`src/rtl/ccr_pkg.sv`:
```
`timescale 1ns/1ps
// Package: bit layout, operation classes and reset value of the condition
// code register. Assumes an 8-bit register whose layout other logic decodes.
package ccr_pkg;
    localparam int CCR_W   = 8;
    localparam int STAT_W  = 5;           // H,N,Z,V,C
    localparam int NZVC_W  = 4;
    localparam int KIND_W  = 2;
    localparam int MASK_W  = 3;           // S,X,I

    // Register bit positions (fixed layout, decoded by stacking logic)
    localparam int B_S = 7;
    localparam int B_X = 6;
    localparam int B_H = 5;
    localparam int B_I = 4;
    localparam int B_N = 3;
    localparam int B_Z = 2;
    localparam int B_V = 1;
    localparam int B_C = 0;

    // Positions inside the status vector {H,N,Z,V,C}
    localparam int SV_H = 4;
    localparam int SV_Z = 2;

    // Positions inside the mask vector {S,X,I}
    localparam int MV_S = 2;
    localparam int MV_X = 1;
    localparam int MV_I = 0;

    localparam logic [CCR_W-1:0] CCR_RST = 8'hD0;

    typedef enum logic [KIND_W-1:0] {
        K_MASKED = 2'd0,
        K_ADD    = 2'd1,
        K_IDX    = 2'd2,
        K_NONE   = 2'd3
    } alu_kind_e;
endpackage

```
`src/rtl/ccr_status.sv`:
```
`timescale 1ns/1ps
// Status flag store for H,N,Z,V,C. A full load (software or restore, already
// selected by the parent) overrides any ALU update in the same cycle.
// Assumes alu_kind is a valid ccr_pkg::alu_kind_e encoding.
module ccr_status
    import ccr_pkg::*;
(
    input  logic              clk,
    input  logic              rst_n,
    input  logic              alu_upd,
    input  logic [KIND_W-1:0] alu_kind,
    input  logic [NZVC_W-1:0] alu_we,
    input  logic [STAT_W-1:0] alu_flags,
    input  logic              ld_en,
    input  logic [STAT_W-1:0] ld_val,
    output logic [STAT_W-1:0] stat_q
);
    logic [STAT_W-1:0] upd_bit;
    logic [STAT_W-1:0] stat_n;

    // Per-flag update select for N,Z,V,C: one cell per flag
    for (genvar g = 0; g < NZVC_W; g++) begin : g_nzvc
        assign upd_bit[g] = alu_upd &&
            ((alu_kind == K_MASKED && alu_we[g]) ||
             (alu_kind == K_ADD) ||
             (alu_kind == K_IDX && g == SV_Z));
    end
    // H follows only the add class
    assign upd_bit[SV_H] = alu_upd && (alu_kind == K_ADD);

    // Next-state selection: full load first, then per-flag ALU update
    always_comb begin
        for (int b = 0; b < STAT_W; b++) begin
            stat_n[b] = ld_en ? ld_val[b] : (upd_bit[b] ? alu_flags[b] : stat_q[b]);
        end
    end

    // Flag register with synchronous reset to all-clear
    always_ff @(posedge clk) begin
        if (!rst_n) stat_q <= '0;
        else        stat_q <= stat_n;
    end

    AST_MASKED_KEEPS_H: assert property (@(posedge clk) disable iff (!rst_n)
        (alu_upd && alu_kind == K_MASKED && !ld_en) |=> $stable(stat_q[SV_H]));
    AST_ADD_LOADS_ALL: assert property (@(posedge clk) disable iff (!rst_n)
        (alu_upd && alu_kind == K_ADD && !ld_en) |=> (stat_q == $past(alu_flags)));
    AST_IDX_ONLY_Z: assert property (@(posedge clk) disable iff (!rst_n)
        (alu_upd && alu_kind == K_IDX && !ld_en) |=>
            ($stable(stat_q[4:3]) && $stable(stat_q[1:0])));
    AST_LOAD_WINS: assert property (@(posedge clk) disable iff (!rst_n)
        ld_en |=> (stat_q == $past(ld_val)));
endmodule

```
`src/rtl/ccr_masks.sv`:
```
`timescale 1ns/1ps
// Mask and control bits S, X, I. X may be cleared by a load but is set only
// by reset or non-maskable entry. Assumes entry strobes are single-cycle.
module ccr_masks
    import ccr_pkg::*;
(
    input  logic              clk,
    input  logic              rst_n,
    input  logic              ld_en,
    input  logic [MASK_W-1:0] ld_val,
    input  logic              ent_xirq,
    input  logic              ent_irq,
    output logic [MASK_W-1:0] mask_q
);
    logic [MASK_W-1:0] mask_n;

    // Next-state: load with X clear-only guard, then entry strobes force masks
    always_comb begin
        mask_n = mask_q;
        if (ld_en) begin
            mask_n[MV_S] = ld_val[MV_S];
            mask_n[MV_X] = mask_q[MV_X] & ld_val[MV_X];
            mask_n[MV_I] = ld_val[MV_I];
        end
        if (ent_xirq) begin
            mask_n[MV_X] = 1'b1;
            mask_n[MV_I] = 1'b1;
        end
        if (ent_irq) mask_n[MV_I] = 1'b1;
    end

    // Mask register; reset sets S, X and I
    always_ff @(posedge clk) begin
        if (!rst_n) mask_q <= '1;
        else        mask_q <= mask_n;
    end

    AST_X_NOT_SET_BY_LOAD: assert property (@(posedge clk) disable iff (!rst_n)
        (!mask_q[MV_X] && !ent_xirq) |=> !mask_q[MV_X]);
    AST_XIRQ_ENTRY_MASKS: assert property (@(posedge clk) disable iff (!rst_n)
        ent_xirq |=> (mask_q[MV_X] && mask_q[MV_I]));
    AST_IRQ_ENTRY_KEEPS_X: assert property (@(posedge clk) disable iff (!rst_n)
        (ent_irq && !ent_xirq && !ld_en) |=> (mask_q[MV_I] && $stable(mask_q[MV_X])));
endmodule

```
`src/rtl/ccr_arb.sv`:
```
`timescale 1ns/1ps
// Interrupt acceptance and stop decision. Remembers a maskable request event
// until its entry strobe; the non-maskable request is a level, not latched.
module ccr_arb
    import ccr_pkg::*;
(
    input  logic clk,
    input  logic rst_n,
    input  logic s_bit,
    input  logic x_bit,
    input  logic i_bit,
    input  logic xirq_req,
    input  logic irq_req,
    input  logic ent_irq,
    input  logic stop_req,
    output logic take_xirq,
    output logic take_irq,
    output logic stop_go,
    output logic stop_nop
);
    logic pend_q;
    logic irq_live;

    // Acceptance decisions; non-maskable request wins a tie
    always_comb begin
        irq_live  = pend_q | irq_req;
        take_xirq = xirq_req & ~x_bit;
        take_irq  = irq_live & ~i_bit & ~take_xirq;
        stop_go   = stop_req & ~s_bit;
        stop_nop  = stop_req & s_bit;
    end

    // Pending memory: cleared by entry, set by a new request event
    always_ff @(posedge clk) begin
        if (!rst_n) pend_q <= 1'b0;
        else        pend_q <= (pend_q & ~ent_irq) | irq_req;
    end

    AST_ONE_TAKE: assert property (@(posedge clk) disable iff (!rst_n)
        $onehot0({take_xirq, take_irq}));
    AST_XIRQ_MASKED: assert property (@(posedge clk) disable iff (!rst_n)
        x_bit |-> !take_xirq);
    AST_PEND_HELD: assert property (@(posedge clk) disable iff (!rst_n)
        (pend_q && i_bit && !ent_irq) |=> pend_q);
    AST_STOP_EXCL: assert property (@(posedge clk) disable iff (!rst_n)
        !(stop_go && stop_nop));
endmodule

```
`src/rtl/ccr_unit.sv`:
```
`timescale 1ns/1ps
// Top: condition code register with interrupt mask handling. Selects the
// full-load source (restore over software), splits it into the status and
// mask stores, and assembles the register in its fixed bit layout.
// Assumes stacking/vector fetch are sequenced outside and signalled by strobes.
module ccr_unit
    import ccr_pkg::*;
(
    input  logic              clk,
    input  logic              rst_n,
    input  logic              alu_upd,
    input  logic [KIND_W-1:0] alu_kind,
    input  logic [NZVC_W-1:0] alu_we,
    input  logic [STAT_W-1:0] alu_flags,
    input  logic              sw_we,
    input  logic [CCR_W-1:0]  sw_data,
    input  logic              rti_we,
    input  logic [CCR_W-1:0]  rti_data,
    input  logic              ent_xirq,
    input  logic              ent_irq,
    input  logic              xirq_req,
    input  logic              irq_req,
    input  logic              stop_req,
    output logic [CCR_W-1:0]  ccr_q,
    output logic              take_xirq,
    output logic              take_irq,
    output logic              stop_go,
    output logic              stop_nop
);
    logic              ld_en;
    logic [CCR_W-1:0]  ld_word;
    logic [STAT_W-1:0] stat_q;
    logic [MASK_W-1:0] mask_q;

    // Full-load source select: restore has priority over software write
    always_comb begin
        ld_en   = rti_we | sw_we;
        ld_word = rti_we ? rti_data : sw_data;
    end

    ccr_status u_status (
        .clk       (clk),
        .rst_n     (rst_n),
        .alu_upd   (alu_upd),
        .alu_kind  (alu_kind),
        .alu_we    (alu_we),
        .alu_flags (alu_flags),
        .ld_en     (ld_en),
        .ld_val    ({ld_word[B_H], ld_word[B_N], ld_word[B_Z], ld_word[B_V], ld_word[B_C]}),
        .stat_q    (stat_q)
    );

    ccr_masks u_masks (
        .clk      (clk),
        .rst_n    (rst_n),
        .ld_en    (ld_en),
        .ld_val   ({ld_word[B_S], ld_word[B_X], ld_word[B_I]}),
        .ent_xirq (ent_xirq),
        .ent_irq  (ent_irq),
        .mask_q   (mask_q)
    );

    ccr_arb u_arb (
        .clk       (clk),
        .rst_n     (rst_n),
        .s_bit     (mask_q[MV_S]),
        .x_bit     (mask_q[MV_X]),
        .i_bit     (mask_q[MV_I]),
        .xirq_req  (xirq_req),
        .irq_req   (irq_req),
        .ent_irq   (ent_irq),
        .stop_req  (stop_req),
        .take_xirq (take_xirq),
        .take_irq  (take_irq),
        .stop_go   (stop_go),
        .stop_nop  (stop_nop)
    );

    // Register assembly in the fixed S,X,H,I,N,Z,V,C layout
    always_comb begin
        ccr_q = {mask_q[MV_S], mask_q[MV_X], stat_q[SV_H], mask_q[MV_I], stat_q[3:0]};
    end

    AST_RESET_VALUE: assert property (@(posedge clk)
        !rst_n |=> (ccr_q == CCR_RST));
endmodule

```
`config.mk`:
```
export PLATFORM = sky130hd
export DESIGN_NAME = ccr_unit
export DESIGN_NICKNAME = d
export VERILOG_FILES = /design/src/rtl/ccr_pkg.sv /design/src/rtl/ccr_status.sv /design/src/rtl/ccr_masks.sv /design/src/rtl/ccr_arb.sv /design/src/rtl/ccr_unit.sv
export SDC_FILE = /design/constraint.sdc
export NUM_CORES = 1
export LEC_CHECK = 0
export ABC_AREA = 1
export ABC_CLOCK_PERIOD_IN_PS = 1100
export CELL_PAD_IN_SITES_DETAIL_PLACEMENT = 1
export CELL_PAD_IN_SITES_GLOBAL_PLACEMENT = 1
export CORE_UTILIZATION = 22
export DETAILED_ROUTE_END_ITERATION = 7
export GPL_TIMING_DRIVEN = 0
export PLACE_DENSITY_LB_ADDON = 0.3
export SLEW_MARGIN = 0
export SYNTH_ARGS = -nofsm -noshare
export SYNTH_HDL_FRONTEND = slang
export SYNTH_SLANG_ARGS = --single-unit
```
`constraint.sdc`:
```
create_clock -name clk -period 1.1 [get_ports clk]
set_clock_uncertainty 0.15 [all_clocks]
set_input_delay 0.11 -clock clk [delete_from_list [all_inputs] [get_ports clk]]
set_output_delay 0.11 -clock clk [all_outputs]
set_load 0.005 [all_outputs]
```
==> flow_summary.toml <==
[power_and_ir_drop]
power_switching_uw = 332
p_leak_nw = 0.681
vdd_ir_drop_max_mv = 0.243
power_frac_comb = 0.381
powerDensity_nw_per_um2 = 769
pwr-share-seq = 0.347
p_total_mw = 1.06
p_int_uw = 732
swShare = 0.312
clkPwrFrac = 0.272

[worst_setup_path]
worst_ep_arrival_time_ns = 1.00
critPathMaxStageDelay_ns = 0.33
critPathRequiredTime_ns = 0.84
slowest_stage = "dfxtp_2"
crit_fanout = 2
endpoint_kind = "output pin"
r2r_slack_ns = 0.06
startpoint_type = "flip-flop"
critical_path_class = "reg2out"
path_cells = "buf_6, nor3_2, buf_2"

[route]
avgViaCountPerCell = 4.36
drc = 0
firstDrtPassIters = 4
routedWlPerCell_microns = 11.8
drtIter0Drc = 6
drt-total-wl_microns = 2640
via_count = 977
ant_nets = 0

[floorplanning]
die_area_sq_um = 3490
die_w_microns = 59.0
initial_utilization = 0.233
ioPinCount = 49
core.rowCount = 20
die_h_microns = 59.0
core_area_sq_um = 3080

[timing]
max_freq_ghz = 0.792
slew_headroom = 0.782
period_share = 1.15
slew_violations = 0
period_needed_ns = 1.26
rsz0062_at_grt = "yes"
setup_ws_ns = -0.162
tightest_slew_ns = 0.327
setup_viol = 5
hold_viol = 0
fin_hold_ws_ns = 0.104

[global_route]
grt_overflow_total = 0
grt_max_degree = 11
grt_pass1_vias = 984
grt_util_all_layers = 0.158
grt_pass1_wl_microns = 4220
antenna_found_initial = 0

[run_status]
violations = "negative setup slack"
outcome = "finished, violations left"

[synth]
synth_area_leaders = "dfxtp_1, nand2_1, inv_1, nor2_1, nand3_1"
ys_types = 21
synthCells = 118
synth.cell_area_sq_um = 716
synth-seq-area-share = 0.252
ys_ff_latch = 9
yosys.area.top_type = "dfxtp_1"
yosys.area.top_type_share = 0.252
yosys_warnings = 0
syn-num-nets = 155
postSynthAreaPerCell_sq_um = 6.07

[layout]
final_common_cell = "clkdlybuf4s50_1"
nNetsFinal = 218
multi_input_area_sq_um = 440
mostFrequentLayoutCells = "clkdlybuf4s50_1, nand2_1, inv_1"
layout-area-overhead-vs-synth_pct = 93.4
layout.area.seq_sq_um = 190
antenna_cells = 0
drive_above_1_share = 0.300
n_fill_cell = 415
fin_cells = 224
utilization = 0.450

[clock_tree]
cts_root_buffer = "clkbuf_4"
cts.reportedPaths.clkPinSlew_ns = 0.08
cts_tree = "built"
postCtsHoldBufs = 0
cts.sinks = 9
cts_buffers = 3
htree_levels = 1
cts_buffer_depth = 2
clk_latency_ns = 0.27

[place]
hpwl_microns = 2060
io_buffer_count = 48
place_congestion = 0.798
pre_cts_slack_ns = -0.571
numPlacedInstances = 210

[worst_hold_path]
hp-class = "in2reg"

[job]
cap_violations = 0
==> final timing paths <==
| check | startpoint | endpoint | depth (start not counted) |
|---|---|---|---|
| hold / removal | sw_we | u_masks.mask_q[0] | 3 |
| hold reg to reg | u_arb.pend_q | u_arb.pend_q | 2 |
| setup reg to reg | u_masks.mask_q[2] | u_masks.mask_q[2] | 4 |
| setup / recovery | u_masks.mask_q[0] | take_irq | 3 |
==> power by group through the flow <==
stage          Combinational [mW]  Sequential (mW)  Clock [mW]
2_1_floorplan               0.146            0.373           0
3_5_place_dp                0.380            0.374           0
6_report                    0.406            0.369       0.289
5_1_grt                     0.448            0.372       0.328
3_3_place_gp                0.367            0.373           0
4_1_cts                     0.401            0.368       0.291
==> kinds of logic (layout without fill, tap and decap cells) <==
kind of cell    count (synthesis)  after routing  synth area share
compound gates                  6              6            0.0664
buf+inv                        30             91             0.189
flops                           9              9             0.252
simple gates                   73             74             0.493
==> synth_stat cells <==
cell and number:
nor2_1 16, o21ai_0 2, o31ai_2 1, nor2_2 2
buf_6 1, nand4_1 5, nand2_1 28, nand3b_1 2
a21oi_2 2, nand2_2 2, nand3_2 2, nand3_1 10
nor2_4 1, a211oi_1 1, dfxtp_1 9, buf_4 4
or2_2 1, nor3_1 2, nand2_4 1, nor3b_1 1
inv_1 25
==> flip-flops by register name, summed over array words and instances (netlist names) <==
signal,count
u_arb.pend_q,1
u_masks.mask_q,3
u_status.stat_q,5
==> final cells by class <==
class,instances,share of cell area
plain buffers,5,0.0407
clock buffers,4,0.0190
inverters,25,0.0678
multi-input cells,80,0.318
flip-flops and latches,9,0.137
well taps,44,0.0398
repair buffers,57,0.377
==> metrics by stage <==
step,instance area [sq um],TNS [ns]
floorplan,716,0
global placement,1250,-5.85
detailed placement,1250,-6.25
CTS,1350,-0.383
global route,1380,-0.699
finish,1380,-0.463
==> routing by layer <==
| layer | global-route usage | part of all wire | vias up |
|---|---|---|---|
| li1 | - | - | 488 |
| met1 | 0.168 | 0.38 | 463 |
| met2 | 0.317 | 0.57 | 22 |
| met3 | 0.0218 | 0.036 | 4 |
| met4 | 0.0510 | 0.013 | 0 |
| met5 | 0 | 0 | - |
==> worst max-delay path: cells and delay by family (launching register included) <==
| kind | cells | cell delay [ns] |
|---|---|---|
| flops | 1 | 0.33 |
| buf+inv | 2 | 0.24 |
| simple gates | 1 | 0.16 |
==> timing repair <==
action                                  CTS  global route
resized for setup                        59            16
pin swaps                                 4             0
endpoints found under the setup margin   20            13
gates cloned                              1             0
buffers inserted                          8             1
Power figures use the tool's default switching activity.
